`src/rtl/sram_pkg.sv`:
```
package sram_pkg;

    typedef enum logic [1:0] {
        MODE_STANDBY = 2'd0,
        MODE_HIZ     = 2'd1,
        MODE_READ    = 2'd2,
        MODE_WRITE   = 2'd3
    } sram_mode_e;

    typedef struct packed {
        logic       sel;
        logic       win;
        logic       drive;
        sram_mode_e mode;
    } sram_ctrl_s;

    function automatic sram_mode_e decode_mode(
        input logic ce_lo_n,
        input logic ce_hi,
        input logic we_n,
        input logic oe_n
    );
        sram_mode_e m;
        if (ce_lo_n || !ce_hi)
            m = MODE_STANDBY;
        else if (!we_n)
            m = MODE_WRITE;
        else if (!oe_n)
            m = MODE_READ;
        else
            m = MODE_HIZ;
        return m;
    endfunction

endpackage

```
`src/rtl/sram_mode_decode.sv`:
```
module sram_mode_decode
    import sram_pkg::*;
(
    input  logic       ce_lo_n,
    input  logic       ce_hi,
    input  logic       we_n,
    input  logic       oe_n,
    output sram_ctrl_s ctrl
);
    sram_mode_e mode;

    always_comb begin
        mode       = decode_mode(ce_lo_n, ce_hi, we_n, oe_n);
        ctrl.mode  = mode;
        ctrl.sel   = (mode != MODE_STANDBY);
        ctrl.win   = (mode == MODE_WRITE);
        ctrl.drive = (mode == MODE_READ);
    end
endmodule

```
`src/rtl/sram_write_window.sv`:
```
module sram_write_window #(
    parameter int IDX_W  = 6,
    parameter int DATA_W = 8
) (
    input  logic              clk,
    input  logic              rst,
    input  logic              win,
    input  logic [IDX_W-1:0]  idx,
    input  logic [DATA_W-1:0] wdata,
    output logic              commit,
    output logic [IDX_W-1:0]  commit_idx,
    output logic [DATA_W-1:0] commit_data
);
    logic              win_q;
    logic [IDX_W-1:0]  idx_q;
    logic [DATA_W-1:0] data_q;

    always_ff @(posedge clk) begin
        if (rst) begin
            win_q  <= 1'b0;
            idx_q  <= '0;
            data_q <= '0;
        end else begin
            win_q <= win;
            if (win) begin
                idx_q  <= idx;
                data_q <= wdata;
            end
        end
    end

    assign commit      = win_q && !win;
    assign commit_idx  = idx_q;
    assign commit_data = data_q;

    // a closing window yields exactly one commit
    a_r5_single_commit: assert property (@(posedge clk) disable iff (rst)
        commit |=> !commit);
endmodule

```
`src/rtl/sram_store.sv`:
```
module sram_store #(
    parameter int IDX_W  = 6,
    parameter int DATA_W = 8
) (
    input  logic              clk,
    input  logic              rst,
    input  logic              commit,
    input  logic [IDX_W-1:0]  widx,
    input  logic [DATA_W-1:0] wdata,
    input  logic [IDX_W-1:0]  ridx,
    output logic [DATA_W-1:0] rdata
);
    localparam int DEPTH = 1 << IDX_W;

    logic [DATA_W-1:0] mem [DEPTH];

    always_ff @(posedge clk) begin
        if (rst) begin
            for (int i = 0; i < DEPTH; i++) mem[i] <= '0;
        end else if (commit) begin
            mem[widx] <= wdata;
        end
    end

    // forward a commit that is pending in the current cycle
    assign rdata = (commit && (widx == ridx)) ? wdata : mem[ridx];

    // the committed byte lands in the array
    a_r5_commit_lands: assert property (@(posedge clk) disable iff (rst)
        commit |=> mem[$past(widx)] == $past(wdata));

    // after reset the array reads zero
    a_r8_reset_zero: assert property (@(posedge clk) disable iff (rst)
        ($past(rst) && !commit) |-> rdata == '0);
endmodule

```
`src/rtl/sram_dual_enable.sv`:
```
module sram_dual_enable
    import sram_pkg::*;
#(
    parameter int ADDR_W = 18,
    parameter int IDX_W  = 6,
    parameter int DATA_W = 8
) (
    input  logic              clk,
    input  logic              rst,
    input  logic [ADDR_W-1:0] addr,
    input  logic              ce_lo_n,
    input  logic              ce_hi,
    input  logic              we_n,
    input  logic              oe_n,
    input  logic [DATA_W-1:0] din,
    output logic [DATA_W-1:0] dout,
    output logic              dout_en,
    output logic              standby
);
    sram_ctrl_s        ctrl;
    logic [IDX_W-1:0]  idx;
    logic              commit;
    logic [IDX_W-1:0]  commit_idx;
    logic [DATA_W-1:0] commit_data;
    logic [DATA_W-1:0] rdata;

    assign idx = addr[IDX_W-1:0];

    generate
        if (ADDR_W > IDX_W) begin : g_fold
            logic addr_hi_unused;
            assign addr_hi_unused = ^addr[ADDR_W-1:IDX_W];
        end
    endgenerate

    sram_mode_decode u_dec (
        .ce_lo_n (ce_lo_n),
        .ce_hi   (ce_hi),
        .we_n    (we_n),
        .oe_n    (oe_n),
        .ctrl    (ctrl)
    );

    sram_write_window #(.IDX_W(IDX_W), .DATA_W(DATA_W)) u_win (
        .clk         (clk),
        .rst         (rst),
        .win         (ctrl.win),
        .idx         (idx),
        .wdata       (din),
        .commit      (commit),
        .commit_idx  (commit_idx),
        .commit_data (commit_data)
    );

    sram_store #(.IDX_W(IDX_W), .DATA_W(DATA_W)) u_mem (
        .clk   (clk),
        .rst   (rst),
        .commit(commit),
        .widx  (commit_idx),
        .wdata (commit_data),
        .ridx  (idx),
        .rdata (rdata)
    );

    assign dout_en = ctrl.drive;
    assign dout    = ctrl.drive ? rdata : '0;
    assign standby = !ctrl.sel;

    // deselected means no drive
    a_r1_standby_quiet: assert property (@(posedge clk) disable iff (rst)
        standby |-> (!dout_en && dout == '0));

    // no drive while the write enable is low on a selected device
    a_r4_write_silent: assert property (@(posedge clk) disable iff (rst)
        (!ce_lo_n && ce_hi && !we_n) |-> !dout_en);

    // selected with both enables high stays quiet
    a_r3_hiz_quiet: assert property (@(posedge clk) disable iff (rst)
        (!ce_lo_n && ce_hi && we_n && oe_n) |-> (!dout_en && !standby));
endmodule

```
`config.mk`:
```
export PLATFORM = sky130hd
export DESIGN_NAME = sram_dual_enable
export DESIGN_NICKNAME = d
export VERILOG_FILES = /design/src/rtl/sram_pkg.sv /design/src/rtl/sram_mode_decode.sv /design/src/rtl/sram_write_window.sv /design/src/rtl/sram_store.sv /design/src/rtl/sram_dual_enable.sv
export SDC_FILE = /design/constraint.sdc
export NUM_CORES = 1
export LEC_CHECK = 0
export BUFFER_PORTS_ARGS = -buffer_cell sky130_fd_sc_hd__buf_2
export CORE_MARGIN = 4
export CORE_UTILIZATION = 45
export DETAILED_ROUTE_END_ITERATION = 10
export SYNTH_ARGS = -nofsm -noshare
export SYNTH_HDL_FRONTEND = slang
export SYNTH_SLANG_ARGS = --single-unit
```
`constraint.sdc`:
```
create_clock -name clk -period 4.1 [get_ports clk]
set_input_delay 0.82 -clock clk [delete_from_list [all_inputs] [get_ports clk]]
set_output_delay 0.82 -clock clk [all_outputs]
set_load 0.05 [all_outputs]
```
==> results.json <==
{
  "synth-edff-count": 512,
  "htree_num_levels": 2,
  "yosysSeqAreaShare_pct": 63.4,
  "crit_path_end_kind": "output port",
  "cts_root_buf": "clkbuf_16",
  "clk_pin_slew_ns": 0.06,
  "fmax_mhz": 249,
  "synthFlopType": "edfxtp_1",
  "start_util_pct": 45.6,
  "vias": 14251,
  "clock_path_buffers": 3,
  "syn-instance-count": 1732,
  "numClockSinks": 527,
  "setup-violations-final": 0,
  "syn_nets": 1764,
  "area_delta_synth_final_pct": 11.3,
  "crit_path_max_fanout": 25,
  "coreArea_um2": 54100,
  "grt_pass1_wl_um": 96500,
  "synth.distinct_cells": 53,
  "status": "finished clean",
  "wl_um": 64900,
  "period_share_pct": 97.8,
  "rsz0062_at_grt": "false",
  "antenna_found_initial": 2,
  "synth_area_leader_cell": "edfxtp_1",
  "ios": 42,
  "dpl_cell_area_um2": 25900,
  "syn_area_per_cell_um2": 14.3,
  "drc": 0,
  "cts_made_buffers": 54,
  "peakVddDrop_v": 0.000357,
  "die_h_um": 242,
  "min_period_ns": 4.01,
  "drtIter0Drc": 1404,
  "clock_latency_ns": 0.60,
  "p_leak_nw": 9.94,
  "fin_skew_ns": 0.0195,
  "async_flop_share_pct": 0,
  "drive_gt1_share_pct": 21.3,
  "syn_area_um2": 24700,
  "r2r_setup_slack_ns": 1.24,
  "critical_path_class": "in2out",
  "nets": 1790,
  "hold_violations": 0,
  "firstDrtPassIters": 5,
  "final_antenna_net_count": 0,
  "p_per_area_nw_per_um2": 419,
  "ys_warn_count": 0,
  "grt_pass1_vias": 14432,
  "yosysTopAreaCellShare_pct": 62.2,
  "max_cap_viol_count": 0,
  "dp_hpwl_um": 41500,
  "die_width_um": 242,
  "min_path_type": "in2reg",
  "gp_congestion": 0.916,
  "grtUsageTotal_pct": 21.9,
  "wire_per_inst_um": 26.0,
  "ys_top_cells_by_count": "512 x and2_1, 512 x edfxtp_1, 100 x mux4_2",
  "stdcell_area_um2": 27500,
  "worstPathRequired_ns": 3.28,
  "cts_tree": "done",
  "worstSetupStartpointType": "input pin",
  "synth_seq_cells": 527,
  "grt_start_max_net_pins": 66,
  "slew_violations": 0,
  "overflow": 0,
  "worst_pin_slew_ns": 0.998,
  "setup-tns-final_ns": 0,
  "yosys-top-cells-area": "edfxtp_1 62%, and2_1 13%, mux4_2 9.1%",
  "viasPerCell": 5.72,
  "slew_headroom_pct": 33.3,
  "dieArea_um2": 58700,
  "row_count": 85,
  "portBuffers": 29,
  "worst-endpoint-arrival_ns": 3.19
}
==> area by class of cell <==
class	count	area, um2
clock inverter	26	164
fill	4518	26600
multi-input combinational	1078	8500
tap	696	871
clock buffer	67	1430
timing repair buffer	95	837
sequential	527	15700
antenna	1	2.50
inverter	2	7.51
==> cells by family after synthesis <==
family	synth area share [%]
AND/OR/NAND/NOR	18.7
flip-flops	63.4
multiplexers	12.3
buffers and inverters	2.28
AO/OA/AOI/OAI	3.04
XOR/XNOR	0.213
==> worst max-delay path, cell delays in order <==
cell     delay (ns)
buf_4          0.32
buf_12         0.24
xnor2_1        0.15
nand4_1        0.20
nor2_1         0.39
mux2_2         0.41
a221o_1        0.38
buf_2          0.25
==> through the flow <==
step / cells / total power [mW] / utilization [%] / worst slack [ns] / hold slack [ns]
2_1_floorplan: 1732 / 6.70 / - / 0.0505 / 0.470
3_3_place_gp: 2397 / 7.01 / 47.8 / 0.0723 / 0.484
3_5_place_dp: 2397 / 7.03 / 47.8 / 0.0415 / 0.506
4_1_cts: 2490 / 11.6 / 50.7 / 0.00153 / 0.463
5_1_grt: 2491 / 11.9 / 50.8 / 0.0235 / 0.508
6_report: 2492 / 11.5 / 50.8 / 0.0894 / 0.500
==> cells in the final DEF, fill, tap and decap left out, types with 7 or more instances in the layout <==
cell / count
and2_1: 512
edfxtp_1: 512
a211oi_1: 11
mux2i_1: 39
clkbuf_1: 11
nand3_1: 14
or2_2: 66
clkbuf_16: 56
clkinv_1: 17
dfxtp_1: 7
mux2_2: 34
buf_12: 11
buf_2: 25
clkinv_2: 7
a21oi_1: 16
a22oi_1: 13
nor2_1: 76
a31oi_1: 12
nor3_1: 8
dfxtp_2: 8
buf_4: 55
o21ai_0: 7
o22ai_1: 17
mux4_2: 100
nand2_1: 54
nor2b_1: 20
==> registers in the layout, summed over array words and instances (netlist names) <==
register	cells
u_win.win_q	1
u_win.commit_idx	6
u_mem.mem	512
u_win.commit_data	8
==> what timing repair did <==
item                                    CTS  global route
buffers inserted                          0             0
hold buffers                              0             0
endpoints found under the setup margin    0             4
resized for setup                         0             5
==> routing by layer <==
layer  vias up  part of all wire [%]  GRT usage, %  wire length, um
li1       6392                     -             -                -
met1      7308                    44          31.4            28400
met2       448                    47          35.3            30800
met3       103                   6.0          3.20             3890
met4         0                   2.9          6.25             1860
met5         -                     0             0                0
==> power breakdown <==
part	total (mW)	switching, mW	internal [mW]
Combinational	0.798	0.492	0.306
Sequential	6.13	0.0597	6.07
Clock	4.60	2.02	2.57
Total	11.5	2.58	8.94
==> path summary, 6_finish.rpt <==
kind / from / cells past startpoint / to
max: addr[2] / 8 / dout[3]
min: din[4] / 3 / u_win.commit_data[4]
max reg2reg: u_win.commit_idx[2] / 3 / u_mem.mem[22][0]
min reg2reg: u_win.commit_idx[3] / 2 / u_win.commit_idx[3]
No activity file was read; power rests on OpenSTA's default activity.
